==> src/rtl/irq_ctrl.sv <==
module irq_ctrl #(
  parameter int NSLOT  = 8,
  parameter int DW     = 8,
  parameter int EXT_A  = 0,
  parameter int EXT_B  = 4,
  parameter int SW_BIT = 6,
  parameter int IBIT   = 2,
  localparam int VW    = $clog2(NSLOT + 1)
) (
  input  logic             clk,
  input  logic             rst_n,
  input  logic             wr_en,
  input  logic [1:0]       addr,
  input  logic [DW-1:0]    wdata,
  output logic [DW-1:0]    rdata,
  input  logic [NSLOT-1:0] ev_a,
  input  logic [NSLOT-1:0] ev_b,
  input  logic [1:0]       ext_main,
  input  logic [1:0]       ext_alt,
  input  logic             brk,
  input  logic             sei,
  input  logic             cli,
  input  logic             rti,
  input  logic [7:0]       pop_psw,
  input  logic [7:0]       psw_in,
  input  logic             cpu_ready,
  output logic             acc,
  output logic             acc_brk,
  output logic [VW-1:0]    acc_vec,
  output logic [7:0]       push_psw,
  output logic             i_flag
);

  logic [NSLOT-1:0] req_q, en_q, sel_q, slot_ev, pend, clr_sw, clr_acc;
  logic             sw_q, brk_q, take_m, take_b;
  logic [VW-1:0]    win;
  logic [1:0]       pin_ev;
  logic             unused_bits;

  assign unused_bits = ^{pop_psw, ev_a[EXT_A], ev_a[EXT_B]};

  assign pin_ev = sw_q ? ext_alt : ext_main;

  for (genvar i = 0; i < NSLOT; i++) begin : g_src
    if (i == EXT_A) begin : g_exta
      assign slot_ev[i] = sel_q[i] ? ev_b[i] : pin_ev[0];
    end else if (i == EXT_B) begin : g_extb
      assign slot_ev[i] = sel_q[i] ? ev_b[i] : pin_ev[1];
    end else begin : g_int
      assign slot_ev[i] = sel_q[i] ? ev_b[i] : ev_a[i];
    end
  end

  assign pend = req_q & en_q & {NSLOT{~i_flag}};

  always_comb begin
    win = '0;
    for (int i = NSLOT - 1; i >= 0; i--)
      if (pend[i]) win = VW'(i);
  end

  assign take_m  = cpu_ready & (|pend);
  assign take_b  = cpu_ready & ~(|pend) & brk_q;
  assign clr_sw  = (wr_en && addr == 2'd0) ? ~wdata[NSLOT-1:0] : '0;
  assign clr_acc = take_m ? (NSLOT'(1) << win) : '0;

  always_comb begin
    case (addr)
      2'd0:    rdata = DW'(req_q);
      2'd1:    rdata = DW'(en_q);
      2'd2:    rdata = DW'(sel_q);
      default: rdata = DW'(sw_q) << SW_BIT;
    endcase
  end

  always_ff @(posedge clk or negedge rst_n) begin
    if (!rst_n) begin
      req_q    <= '0;
      en_q     <= '0;
      sel_q    <= '0;
      sw_q     <= 1'b0;
      brk_q    <= 1'b0;
      i_flag   <= 1'b1;
      acc      <= 1'b0;
      acc_brk  <= 1'b0;
      acc_vec  <= '0;
      push_psw <= '0;
    end else begin
      req_q <= (req_q & ~clr_sw & ~clr_acc) | slot_ev;
      brk_q <= brk | (brk_q & ~take_b);
      if (wr_en && addr == 2'd1) en_q  <= wdata[NSLOT-1:0];
      if (wr_en && addr == 2'd2) sel_q <= wdata[NSLOT-1:0];
      if (wr_en && addr == 2'd3) sw_q  <= wdata[SW_BIT];
      acc     <= take_m | take_b;
      acc_brk <= take_b;
      if (take_m || take_b) begin
        acc_vec  <= take_m ? win : VW'(NSLOT);
        push_psw <= psw_in;
        push_psw[IBIT] <= i_flag;
        i_flag   <= 1'b1;
      end else if (rti) begin
        i_flag <= pop_psw[IBIT];
      end else if (sei) begin
        i_flag <= 1'b1;
      end else if (cli) begin
        i_flag <= 1'b0;
      end
    end
  end

endmodule

==> config.mk <==
export PLATFORM = sky130hd
export DESIGN_NAME = irq_ctrl
export DESIGN_NICKNAME = d
export VERILOG_FILES = /design/src/rtl/irq_ctrl.sv
export SDC_FILE = /design/constraint.sdc
export NUM_CORES = 1
export LEC_CHECK = 0
export ABC_AREA = 0
export BUFFER_PORTS_ARGS = -buffer_cell sky130_fd_sc_hd__clkbuf_2
export CAP_MARGIN = 0
export CORE_ASPECT_RATIO = 1.4
export CORE_MARGIN = 4
export CORE_UTILIZATION = 47
export DETAILED_ROUTE_END_ITERATION = 12
export PLACE_DENSITY = 0.76
export SLEW_MARGIN = 25
export SYNTH_ARGS = -nofsm -noshare
export SYNTH_HDL_FRONTEND = slang
export SYNTH_SLANG_ARGS = --single-unit
==> constraint.sdc <==
create_clock -name clk -period 2.6 [get_ports clk]
set_clock_uncertainty 0.1 [all_clocks]
set_input_delay 0.78 -clock clk [delete_from_list [all_inputs] [get_ports clk]]
set_output_delay 0.78 -clock clk [all_outputs]
set_load 0.005 [all_outputs]
# Word level (Yosys, flattened, before mapping)
# Cells that the tools add are included.
word_totals:
  out_inout_bits: 23
  inputBits: 54
  elab_cells: 64
  regBits: 41
classes:
  shift: 1
  n_eq_ne: 3
  n_reduce_logical: 8
  bitwise_logic: 17
  mux: 25
op_table:
  columns: ["operator", "n"]
  rows:
  - ["$and A8 B8 Y8", 4]
  - ["$mux W4", 6]
  - ["$not A8 Y8", 3]
  - ["$pmux W8 S3", 1]
  - ["$mux W8", 2]
  - ["$mux W1", 12]
  - ["$mux W3", 3]
  - ["$or A8 B8 Y8", 1]
  - ["$reduce_or A8 Y1", 1]
  - ["$shl A1 B4 Y8 const A", 1]
  - ["$and A1 B1 Y1", 4]
  - ["$eq A2 B2 Y1 const B", 2]
  - ["$logic_and A1 B1 Y1", 4]
  - ["$reduce_bool A4 Y1", 1]
  - ["$not A1 Y1", 3]
  - ["$eq A2 B1 Y1 const B", 1]
  - ["$logic_not A2 Y1", 1]
  - ["$mux W2", 1]
  - ["$or A1 B1 Y1", 2]
  - ["$logic_or A1 B1 Y1", 1]

# Longest topological paths before layout
logic_depth:
  depth_word: 15
  mapped_depth: 6
  ltp_nobuf: 5

# Worst setup path after synthesis
# OpenSTA, ideal clock, no wires.
synth_path:
  path_type: "input-to-output"
  startpoint: "input addr[0]"
  endpoint: "output rdata[6]"
  path_stages: 2
  path_slack_ns: 0.171
  path_buffers: 1
  required_ns: 1.720
  t_arrival_ns: 1.549
  path_cell_list: "clkbuf_1 mux4_2"
synth_via:
  elab_chain_cells: 2
  elab_cells_between_ends: 4
  cone_classes: "eq/ne (2); mux (1); reduce/logical (1)"
synth_rtl:
  columns: ["element", "line_no", "rtl"]
  rows:
  - ["start: declaration", "13", "input logic [1:0] addr,"]
  - ["$eq A2 B2 Y1 (tied with other cells)", "68", "case (addr)"]
  - ["$pmux W8 S3 *", "68", null]
  - ["end: declaration", "15", "output logic [DW-1:0] rdata,"]
# Every way passes the cells marked *; elsewhere a longest branch is shown, timed or not.

# Worst setup path in the final report
layout_path:
  startpoint: "input addr[0]"
  endpoint: "output rdata[2]"
# Same word-level chain as after synthesis.

==> results_dict.tcl <==
set metrics [dict create \
    synth_area_leaders "dfrtp_1 (48%), mux2_2 (11%), mux2i_1 (6.7%)" \
    hold_viol 0 \
    worstPathRequired_ps 1720 \
    ys_seq_area_share_pct 49.31 \
    cts_max_level 2 \
    avgViaCountPerCell 5.338 \
    totalPowerFinal_w 0.001786 \
    slowest_stage "nor2b_1" \
    port_buffers 66 \
    postCtsHoldBufs 0 \
    dp_hpwl_mm 3.731 \
    hp-class "input port to async pin" \
    crit_type "input port to primary output" \
    end_kind "primary output" \
    grt_pass1_vias 1803 \
    final.setup.tns_ps 0 \
    max_freq_mhz 418.9 \
    antennaDiodeCount 0 \
    endpoint "rdata[2]" \
    vias 1692 \
    avgSynthCellArea_um2 11.57 \
    preCtsSetupSlack_ps 208.3 \
    drive_above_1_share_pct 44.36 \
    initialDrtViolationCount 43 \
    status "completed" \
    start_util_pct 48.74 \
    ios 77 \
    post_cts_buffers 0 \
    worstMarginPinSlew_ps 467.6 \
    grt-ovfl-total 0 \
    synthToLayoutAreaGrowth_pct 26.73 \
    syn_inst 180 \
    crit_path_frequent_cell "clkbuf_2" \
    cts_tree "done" \
    cts_buffer_depth 2 \
    slew_viol_final 0 \
    worst_r2r_path_depth 4 \
    synth_fp_nets 234 \
    max_stage_delay_ps 180 \
    clk_latency_ps 290 \
    rsz0062_at_grt "no" \
    synth_top_area_share_pct 48.05 \
    p_leak_nw 1.254 \
    fp.coreArea_um2 4274 \
    gp_congestion 0.8626 \
    die_w_um 64.27 \
    fin_crit_sh_pct 91.83 \
    root_buffer "clkbuf_8" \
    grt_use_total_pct 18.27 \
    wl_per_cell_um 14.82 \
    fin_area_um2 2640 \
    wirelength_mm 4.698 \
    period_minus_slack_ps 2387 \
    cts_buffers 5 \
    grt_max_degree 23 \
    p_per_area_nw_per_um2 676.6 \
    drcViolationCount 0 \
    ys.warnings.count 0 \
    die_area_um2 5577 \
    crit_chain "clkbuf_2, nor2b_1, buf_4, nand2_1, o21ai_0, clkbuf_2" \
    firstDrtPassIters 4 \
    worstReg2RegStart "i_flag$_DFFE_PN1P_" \
    grt_pass1_wl_mm 7.921 \
    cp-start-kind "input port" \
    timing.rr.end "push_psw[1]$_DFFE_PN0P_" \
    ys_seq_elements 41 \
    hold_ws_ps 186.9 \
    startpoint "addr[0]" \
    die_h_um 86.78 \
    slew_headroom_pct 68.73 \
    cts.sinks 41 \
    dpl_cell_area_um2 2520 \
    antenna_found_initial 0 \
    post_cts_resized 0 \
    peakVddDrop_v 0.0003739 \
    worst_slack_ps 212.5 \
    cp_max_fo 4 \
    netlist-cell-type-count 40 \
    rows 28 \
    netlist_area_um2 2083 \
    maxCapViolations 0 \
    postRouteAntennaNets 0 \
    nets 310 \
    crit_arrival_ps 1510 \
    setup_violations 0 \
    clkTransAtPathRegs_ps 70 \
    reg2reg_slack_ps 610 \
    yosys.area.top_type "dfrtp_1" \
]
## power breakdown
part / total, W / switching [W] / internal (W)
Sequential: 0.000845 / 0.000102 / 0.000743
Combinational: 0.000410 / 0.000181 / 0.000230
Clock: 0.000531 / 0.000219 / 0.000312
Total: 0.00179 / 0.000502 / 0.00128
## worst max-delay path, delay by kind of cell
family	cells	cell delay, ps
buffers and inverters	3	410
AND/OR/NAND/NOR	2	230
AO/OA/AOI/OAI	1	80
## sequential cells by signal, indices dropped and copies added, names as in the netlist, 4 cells and up
| register | cells |
|---|---|
| en_q | 8 |
| sel_q | 8 |
| acc_vec | 4 |
| req_q | 8 |
| push_psw | 8 |
## layer usage
metal  GRT usage (%)  part of all wire [%]
met3           5.058                   6.1
met5               0                     0
met1           20.99                    41
met2           32.05                    51
met4           7.115                   1.9
## logic make-up after synthesis
family / Yosys count / synth area share (%)
and+or+nand+nor: 46 / 10.87
AOI/OAI and AO/OA: 45 / 15.68
DFF: 41 / 49.31
muxes: 40 / 22.22
buffers and inverters: 8 / 1.922
## layout make-up
class | count | area (µm²)
fillers | 381 | 1634
flip-flops and latches | 41 | 1027
multi-input cells | 131 | 1016
repair buffers | 74 | 390.4
clock buffers | 6 | 82.58
well taps | 60 | 75.07
clock inverters | 2 | 37.54
inverters | 3 | 11.26
## worst min-delay path by stage
stage,start,endpoint,slack (ps),cells past startpoint
global route,rst_n,en_q[4]$_DFFE_PN0P_,180,1
detailed placement,acc_vec[1]$_DFFE_PN0P_,acc_vec[1]$_DFFE_PN0P_,380,2
global placement,acc_vec[1]$_DFFE_PN0P_,acc_vec[1]$_DFFE_PN0P_,370,2
CTS,rst_n,en_q[4]$_DFFE_PN0P_,180,1
floorplan,rst_n,acc$_DFF_PN0_,380,0
finish,rst_n,en_q[4]$_DFFE_PN0P_,190,1
## cell usage in the layout, fill, tap and decap left out, types with 4 or more instances in the layout
cell type	Yosys	routed
a21oi_1	4	4
buf_4	0	8
clkbuf_2	0	66
clkbuf_8	0	6
dfrtp_1	40	40
mux2_2	20	20
mux2_4	5	5
mux2i_1	14	14
nand2_1	21	21
nor2_1	5	5
nor2b_1	4	4
o21ai_0	17	17
## per-stage QoR
stage / cells / util [%]
6_report: 317 / 61.77
5_1_grt: 317 / 61.77
4_1_cts: 317 / 61.77
3_5_place_dp: 309 / 58.96
3_3_place_gp: 309 / 58.96
2_1_floorplan: 180 / -
## synthesized netlist by cell type
cell type and instances:
dfrtp_1 40, nand2_1 21, mux2_2 20, o21ai_0 17, mux2i_1 14, mux2_4 5
nor2_1 5, a21oi_1 4, nor2b_1 4, inv_1 3, nand3_1 3, o221ai_1 3
a211oi_1 2, a221o_1 2, a22o_1 2, a22oi_2 2, a31oi_1 2, and2_1 2
and3_1 2, buf_2 2, clkbuf_1 2, nand2b_1 2, nand3b_1 2, nand4_1 2
o21ai_1 2, a21o_1 1, a21oi_2 1, a31o_2 1, a32o_1 1, a32oi_1 1
and3b_1 1, buf_6 1, dfstp_2 1, mux4_2 1, nor4_1 1, o211ai_1 1
o31a_1 1, o31ai_1 1, o41ai_4 1, or3b_1 1
Power figures use the tool's default switching activity.
